`config.mk`:
```
export PLATFORM = sky130hd
export DESIGN_NAME = sc_core
export DESIGN_NICKNAME = d
export VERILOG_FILES = /design/src/rtl/sc_pkg.sv /design/src/rtl/sc_main_dec.sv /design/src/rtl/sc_alu_dec.sv /design/src/rtl/sc_alu.sv /design/src/rtl/sc_regfile.sv /design/src/rtl/sc_core.sv
export SDC_FILE = /design/constraint.sdc
export NUM_CORES = 2
export LEC_CHECK = 0
export BUFFER_PORTS_ARGS = -buffer_cell sky130_fd_sc_hd__buf_2
export CAP_MARGIN = 5
export CORE_MARGIN = 2
export CORE_UTILIZATION = 69
export DETAILED_ROUTE_END_ITERATION = 12
export PLACE_DENSITY = 0.86
export SLEW_MARGIN = 20
export SYNTH_ARGS = -nofsm -noshare
export SYNTH_HDL_FRONTEND = slang
export SYNTH_SLANG_ARGS = --single-unit
```
`constraint.sdc`:
```
create_clock -name clk -period 21.6 [get_ports clk]
set_clock_uncertainty 0.15 [all_clocks]
set_input_delay 5.4 -clock clk [delete_from_list [all_inputs] [get_ports clk]]
set_output_delay 5.4 -clock clk [all_outputs]
set_load 0.1 [all_outputs]
```
`src/rtl/sc_pkg.sv`:
```
package sc_pkg;

    localparam logic [5:0] OPC_RTYPE = 6'd0;
    localparam logic [5:0] OPC_JUMP  = 6'd2;
    localparam logic [5:0] OPC_BEQ   = 6'd4;
    localparam logic [5:0] OPC_ADDI  = 6'd8;
    localparam logic [5:0] OPC_LOAD  = 6'd35;
    localparam logic [5:0] OPC_STORE = 6'd43;

    localparam logic [5:0] FN_ADD = 6'd32;
    localparam logic [5:0] FN_SUB = 6'd34;
    localparam logic [5:0] FN_AND = 6'd36;
    localparam logic [5:0] FN_OR  = 6'd37;
    localparam logic [5:0] FN_SLT = 6'd42;

    // selector from the main decoder to the local ALU decoder
    typedef enum logic [1:0] {
        ASEL_ADD   = 2'b00,
        ASEL_SUB   = 2'b01,
        ASEL_FUNCT = 2'b10
    } alu_sel_e;

    typedef enum logic [3:0] {
        AOP_AND = 4'b0000,
        AOP_OR  = 4'b0001,
        AOP_ADD = 4'b0010,
        AOP_SUB = 4'b0110,
        AOP_SLT = 4'b0111,
        AOP_NOR = 4'b1100
    } alu_op_e;

    typedef enum logic [2:0] {
        CLS_RTYPE,
        CLS_LOAD,
        CLS_STORE,
        CLS_BRANCH,
        CLS_JUMP,
        CLS_ADDI,
        CLS_NOP
    } ins_cls_e;

    typedef struct packed {
        logic     reg_we;
        logic     dst_rd;
        logic     src_imm;
        logic     wb_mem;
        logic     mem_we;
        logic     branch;
        logic     jump;
        alu_sel_e alu_sel;
    } ctrl_t;

endpackage

```
`src/rtl/sc_main_dec.sv`:
```
module sc_main_dec
    import sc_pkg::*;
(
    input  logic [5:0] opcode,
    output ins_cls_e   cls,
    output ctrl_t      ctrl
);

    always_comb begin
        unique case (opcode)
            OPC_RTYPE: cls = CLS_RTYPE;
            OPC_LOAD:  cls = CLS_LOAD;
            OPC_STORE: cls = CLS_STORE;
            OPC_BEQ:   cls = CLS_BRANCH;
            OPC_JUMP:  cls = CLS_JUMP;
            OPC_ADDI:  cls = CLS_ADDI;
            default:   cls = CLS_NOP;
        endcase
    end

    always_comb begin
        ctrl = '{reg_we: 1'b0, dst_rd: 1'b0, src_imm: 1'b0, wb_mem: 1'b0,
                 mem_we: 1'b0, branch: 1'b0, jump: 1'b0, alu_sel: ASEL_ADD};
        unique case (cls)
            CLS_RTYPE: begin
                ctrl.reg_we  = 1'b1;
                ctrl.dst_rd  = 1'b1;
                ctrl.alu_sel = ASEL_FUNCT;
            end
            CLS_LOAD: begin
                ctrl.reg_we  = 1'b1;
                ctrl.src_imm = 1'b1;
                ctrl.wb_mem  = 1'b1;
            end
            CLS_STORE: begin
                ctrl.src_imm = 1'b1;
                ctrl.mem_we  = 1'b1;
            end
            CLS_BRANCH: begin
                ctrl.branch  = 1'b1;
                ctrl.alu_sel = ASEL_SUB;
            end
            CLS_JUMP:  ctrl.jump = 1'b1;
            CLS_ADDI: begin
                ctrl.reg_we  = 1'b1;
                ctrl.src_imm = 1'b1;
            end
            CLS_NOP:   ctrl.reg_we = 1'b0;
        endcase
    end

endmodule

```
`src/rtl/sc_alu_dec.sv`:
```
module sc_alu_dec
    import sc_pkg::*;
(
    input  alu_sel_e   alu_sel,
    input  logic [5:0] funct,
    output alu_op_e    alu_op,
    output logic       op_valid
);

    always_comb begin
        op_valid = 1'b1;
        alu_op   = AOP_ADD;
        unique case (alu_sel)
            ASEL_ADD: alu_op = AOP_ADD;
            ASEL_SUB: alu_op = AOP_SUB;
            ASEL_FUNCT: begin
                unique case (funct)
                    FN_ADD: alu_op = AOP_ADD;
                    FN_SUB: alu_op = AOP_SUB;
                    FN_AND: alu_op = AOP_AND;
                    FN_OR:  alu_op = AOP_OR;
                    FN_SLT: alu_op = AOP_SLT;
                    default: begin
                        alu_op   = AOP_ADD;
                        op_valid = 1'b0;
                    end
                endcase
            end
            default: op_valid = 1'b0;
        endcase
    end

endmodule

```
`src/rtl/sc_alu.sv`:
```
module sc_alu
    import sc_pkg::*;
#(
    parameter int XLEN = 32
) (
    input  alu_op_e          op,
    input  logic [XLEN-1:0]  a,
    input  logic [XLEN-1:0]  b,
    output logic [XLEN-1:0]  y,
    output logic             zero
);

    always_comb begin
        unique case (op)
            AOP_AND: y = a & b;
            AOP_OR:  y = a | b;
            AOP_ADD: y = a + b;
            AOP_SUB: y = a - b;
            AOP_SLT: y = {{(XLEN-1){1'b0}}, ($signed(a) < $signed(b))};
            AOP_NOR: y = ~(a | b);
            default: y = '0;
        endcase
    end

    assign zero = (y == '0);

endmodule

```
`src/rtl/sc_regfile.sv`:
```
module sc_regfile #(
    parameter int XLEN = 32,
    parameter int NREG = 32,
    localparam int AW  = $clog2(NREG)
) (
    input  logic            clk,
    input  logic            rst_n,
    input  logic [AW-1:0]   ra_a,
    input  logic [AW-1:0]   ra_b,
    output logic [XLEN-1:0] rd_a,
    output logic [XLEN-1:0] rd_b,
    input  logic            we,
    input  logic [AW-1:0]   wa,
    input  logic [XLEN-1:0] wd
);

    logic [XLEN-1:0] regs [NREG];

    always_ff @(posedge clk or negedge rst_n) begin
        if (!rst_n) begin
            for (int i = 0; i < NREG; i++) regs[i] <= '0;
        end else if (we && wa != '0) begin
            regs[wa] <= wd;
        end
    end

    assign rd_a = (ra_a == '0) ? '0 : regs[ra_a];
    assign rd_b = (ra_b == '0) ? '0 : regs[ra_b];

endmodule

```
`src/rtl/sc_core.sv`:
```
module sc_core
    import sc_pkg::*;
#(
    parameter int XLEN = 32
) (
    input  logic            clk,
    input  logic            rst_n,
    output logic [XLEN-1:0] imem_addr,
    input  logic [31:0]     imem_rdata,
    output logic [XLEN-1:0] dmem_addr,
    output logic [XLEN-1:0] dmem_wdata,
    output logic            dmem_we,
    input  logic [XLEN-1:0] dmem_rdata
);

    localparam int NREG = 32;
    localparam int AW   = $clog2(NREG);
    localparam int IMMW = 16;
    localparam int TGTW = 26;

    logic [XLEN-1:0] pc_q, pc_d, pc_seq, br_tgt, jmp_tgt;
    logic [XLEN-1:0] src_a, src_b, alu_b, alu_y, imm_ext, wb_data;
    logic [AW-1:0]   f_rs, f_rt, f_rd, wr_addr;
    logic            alu_zero, fn_ok, wr_en;
    ins_cls_e        cls;
    ctrl_t           ctrl;
    alu_op_e         alu_op;

    assign f_rs    = imem_rdata[25:21];
    assign f_rt    = imem_rdata[20:16];
    assign f_rd    = imem_rdata[15:11];
    assign imm_ext = {{(XLEN-IMMW){imem_rdata[IMMW-1]}}, imem_rdata[IMMW-1:0]};

    sc_main_dec u_main_dec (
        .opcode (imem_rdata[31:26]),
        .cls    (cls),
        .ctrl   (ctrl)
    );

    sc_alu_dec u_alu_dec (
        .alu_sel  (ctrl.alu_sel),
        .funct    (imem_rdata[5:0]),
        .alu_op   (alu_op),
        .op_valid (fn_ok)
    );

    sc_regfile #(.XLEN(XLEN), .NREG(NREG)) u_regs (
        .clk  (clk),
        .rst_n(rst_n),
        .ra_a (f_rs),
        .ra_b (f_rt),
        .rd_a (src_a),
        .rd_b (src_b),
        .we   (wr_en),
        .wa   (wr_addr),
        .wd   (wb_data)
    );

    assign alu_b = ctrl.src_imm ? imm_ext : src_b;

    sc_alu #(.XLEN(XLEN)) u_alu (
        .op   (alu_op),
        .a    (src_a),
        .b    (alu_b),
        .y    (alu_y),
        .zero (alu_zero)
    );

    assign wr_en   = ctrl.reg_we & fn_ok;
    assign wr_addr = ctrl.dst_rd ? f_rd : f_rt;
    assign wb_data = ctrl.wb_mem ? dmem_rdata : alu_y;

    assign pc_seq  = pc_q + XLEN'(4);
    assign br_tgt  = pc_seq + {imm_ext[XLEN-3:0], 2'b00};
    assign jmp_tgt = {pc_q[XLEN-1:TGTW+2], imem_rdata[TGTW-1:0], 2'b00};

    // next-PC selection
    always_comb begin
        if (ctrl.jump)                   pc_d = jmp_tgt;
        else if (ctrl.branch && alu_zero) pc_d = br_tgt;
        else                             pc_d = pc_seq;
    end

    // state register
    always_ff @(posedge clk or negedge rst_n) begin
        if (!rst_n) pc_q <= '0;
        else        pc_q <= pc_d;
    end

    // port outputs
    always_comb begin
        imem_addr  = pc_q;
        dmem_addr  = alu_y;
        dmem_wdata = src_b;
        dmem_we    = ctrl.mem_we && (cls == CLS_STORE);
    end

endmodule

```
==> flow_summary.rst <==
.. list-table::
   :header-rows: 1

   * - Metric
     - Value
   * - Slew Limit Fails
     - 0
   * - Post-Synthesis Mean Instance Area
     - 10.4 um2
   * - Dominant cells by area after synthesis
     - dfrtp_1 (43%), mux4_2 (20%), o21ai_0 (8.5%), nand2_1 (7.4%), clkbuf_1 (2.9%)
   * - DRC violation count after routing
     - 0
   * - Overall via count from detail_route
     - ~54,000
   * - Buffers inserted by post-CTS timing repair
     - 0
   * - Number of buffers inserted for hold repair after clock tree synthesis
     - 0
   * - Resized Gates After CTS
     - 0
   * - Number of cells produced by synthesis
     - between 5,000 and 6,000
   * - Count of standard-cell rows
     - roughly 110
   * - Antenna violations before repair
     - 17
   * - Top cell type's share of synthesized area
     - 0.428
   * - VDD IR-drop max
     - between 100 and 150 uV
   * - I/O pin cnt
     - approximately 160
   * - Vias in the first global route
     - about 54,000
   * - Core Area
     - around 0.088 mm2
   * - Clock transition at path regs
     - approximately 0.070 ns
   * - Worst-case clock buffer depth
     - 3
   * - Antenna violation net count after detailed routing
     - 0
   * - Die Y-Extent
     - 303 um
   * - Synth Flop Type
     - dfrtp_1
   * - Die Span X
     - between 300 and 400 um
   * - Required @ worst endpoint
     - 16.05 ns
   * - Wirelength, routed
     - between 200,000 and 250,000 um
   * - Placer Congestion
     - between 0.9 and 1
   * - Detail Placement HPWL
     - 122,000 um
   * - Post-Place Setup Slack
     - approximately 3.9 ns
   * - Grt total ovfl
     - 0
   * - Number of buffers created by CTS
     - between 100 and 150
   * - Die area
     - 0.0916 mm2
   * - Fmax
     - ~55 MHz
   * - Count of TritonRoute iterations in the first routing pass
     - 9
   * - Number of synthesized flops with an enable pin
     - 0
   * - Arr. time, crit path
     - between 10 and 15 ns
   * - Cell taking the most area after synthesis
     - dfrtp_1
   * - Power per cell area
     - 73.6 mW/mm2
   * - Crit-path most repeated cell
     - buf_4
   * - Library cells used by synthesis
     - 92
   * - Clk_lat worst skew
     - approximately 0.76 ns
   * - Total standard cell area after synthesis
     - just over 0.06 mm2
   * - Number of levels the H-tree was split into
     - 3
   * - Detailed-route vias per instance
     - roughly 7.8
   * - Drt first-iter violations
     - 9,388
   * - Pin count of the biggest net entering global routing
     - between 150 and 200
   * - Initial core utilization
     - 0.697
   * - Unrepaired setup endpoints after global routing
     - false
   * - Async S/R FF share, synth
     - 1.00
   * - Final setup violation count
     - 0
   * - Max-cap check violation count
     - 0
   * - Proportion of synthesized chip area in sequential cells
     - 0.428
   * - GRT Overall Usage
     - 0.482
   * - Critical-path cell with the highest stage delay
     - nor2b_4
   * - Count of input and output buffers
     - 160
   * - Final critical delay including setup and external delays
     - 18.12 ns
   * - Endpoint type of the worst setup path
     - output pin
   * - CTS sink cnt
     - ~1,100
   * - Flop2flop setup slack
     - between 10 and 15 ns
   * - Largest incremental delay on the critical path
     - 1.03 ns
   * - Total negative slack for setup checks
     - 0 ns
   * - Post-route clock period utilization
     - 0.839
   * - Worst-path cell chain
     - buf_4 > buf_4 > nor2b_4 > buf_4 > a22o_1 > nor3_1 > or3_1 > inv_1 > ha_1 > nand2_1 > or4_1 > a31oi_1 > a31oi_1 > o211a_1 > or3_1 > a41o_1 > inv_1 > buf_2
   * - Type of the worst setup path
     - input pin to output pin
   * - Maximum fanout along the worst path
     - 36
   * - Worst min path class
     - flop to flop
   * - Most frequently used cell type in the post-synthesis netlist
     - nand2_1
   * - Area delta synth->final
     - 8.02%
   * - Cell types with the highest counts after synthesis
     - nand2_1 (1,213), dfrtp_1 (1,054), o21ai_0 (1,050)
   * - Avg WL per Cell
     - around 32 um
   * - Number of warnings printed during yosys synthesis
     - 0
   * - Post-layout nets
     - 5,890
   * - First-pass GRT wire length
     - 326,000 um
   * - Leak Pwr
     - about 0.029 uW
   * - Worst slew pin tran
     - approximately 1.3 ns
   * - Post-synthesis register bit count
     - roughly 1,100
   * - Worst setup margin
     - ~3.5 ns
   * - Final count of hold timing violations
     - 0
   * - Outcome
     - completed
   * - Ratio of cells with drive above 1 in the final layout
     - 0.202
   * - Number of fill cells
     - 5,320
   * - Kind of start point of the critical path
     - input pin
   * - CTS tree
     - yes
   * - Root Buffer
     - clkbuf_16
   * - Worst relative slew slack
     - 0.133
-- flip-flops by register name, indices dropped and copies added (netlist names) --
signal	count
u_regs.regs	1024
imem_addr	30
-- worst max-delay path: cells and delay by family --
kind / cells / cell delay (ns)
and+or+nand+nor: 6 / 2.62
buffers and inverters: 6 / 2.61
AOI/OAI and AO/OA: 5 / 1.55
adders and majority gates: 1 / 0.30
-- metal layers --
layer / track usage / vias up / wire length, um
li1: - / 20987 / -
met1: 0.582 / 26073 / 69400
met2: 0.683 / 5273 / 93900
met3: 0.232 / 1732 / 37300
met4: 0.334 / 22 / 19300
met5: 0.0228 / - / 312
-- cell type report --
type                       count  area, um2  share of cell area
clock inverter                40        438             0.00658
inverter                     127        477             0.00717
tap                         1165       1460              0.0219
clock buffer                 155       3060              0.0460
sequential                  1054      26400               0.397
multi-input combinational   4154      33000               0.496
antenna                        9       22.5            0.000339
timing repair buffer         249       1680              0.0253
-- report_power, final --
| part | leakage, uW | total, uW | internal, uW | switching (uW) |
|---|---|---|---|---|
| registers | 0.0146 | 2100 | 2030 | 61.8 |
| clock network | 0.00172 | 1870 | 1030 | 849 |
| logic | 0.0124 | 928 | 282 | 646 |
| total | 0.0288 | 4900 | 3340 | 1560 |
-- logic make-up after synthesis --
kind of cell    share of synthesized area
compound gates                      0.143
xor+xnor                          0.00896
fa+ha+maj                          0.0274
buf+inv                            0.0434
flops                               0.428
mux                                 0.235
other cells                     0.0000609
simple gates                        0.114
-- placed cells by master (no fill, tap or decap), types with 13 or more instances in the layout --
| cell type | n |
|---|---|
| and3_1 | 20 |
| buf_2 | 151 |
| o22ai_1 | 30 |
| clkbuf_16 | 106 |
| a211oi_1 | 22 |
| a21oi_1 | 147 |
| buf_4 | 80 |
| o221ai_1 | 28 |
| a211o_1 | 17 |
| or3_1 | 38 |
| o21a_1 | 13 |
| inv_1 | 121 |
| nand2_4 | 18 |
| nor2b_1 | 19 |
| clkbuf_8 | 22 |
| ha_1 | 130 |
| o21ai_0 | 1046 |
| xnor2_1 | 43 |
| clkbuf_1 | 27 |
| xor2_1 | 20 |
| a22o_1 | 14 |
| nor2_1 | 183 |
| a31oi_1 | 17 |
| o211ai_1 | 23 |
| nand2_1 | 1184 |
| mux2i_1 | 101 |
| o31ai_1 | 13 |
| a21o_1 | 22 |
| dfrtp_1 | 1054 |
| nor3_1 | 61 |
| mux2i_2 | 24 |
| mux4_2 | 556 |
| mux2_2 | 57 |
| a221oi_1 | 25 |
| nand3_1 | 43 |
| clkinv_2 | 24 |
| nand2b_1 | 17 |
-- worst paths after layout --
| check | from | endpoint | cells past startpoint |
|---|---|---|---|
| worst max-delay path | imem_rdata[24] | dmem_addr[28] | 18 |
| max in group asynchronous | rst_n | u_regs.regs[663]$_DFFE_PN0P_ | 5 |
| min in group asynchronous | rst_n | imem_addr[20]$_DFF_PN0_ | 1 |
| worst max register to register | u_regs.regs[801]$_DFFE_PN0P_ | imem_addr[13]$_DFF_PN0_ | 19 |
| worst min register to register | u_regs.regs[1010]$_DFFE_PN0P_ | u_regs.regs[1010]$_DFFE_PN0P_ | 0 |
| worst min-delay path | u_regs.regs[1010]$_DFFE_PN0P_ | u_regs.regs[1010]$_DFFE_PN0P_ | 0 |
-- per-stage QoR --
| step | cells | area, um2 | power [uW] | util | hold WS (ns) |
|---|---|---|---|---|---|
| floorplan | 5904 | 61600 | 2770 | - | 0.291 |
| global placement | 6746 | 62900 | 3000 | 0.712 | 0.226 |
| detailed placement | 6746 | 62900 | 3020 | 0.712 | 0.233 |
| CTS | 6941 | 66400 | 4850 | 0.751 | 0.247 |
| global route | 6945 | 66500 | 5020 | 0.752 | 0.263 |
| finish | 6953 | 66500 | 4900 | 0.753 | 0.246 |
Note: power is estimated with default switching activity, not from simulation.
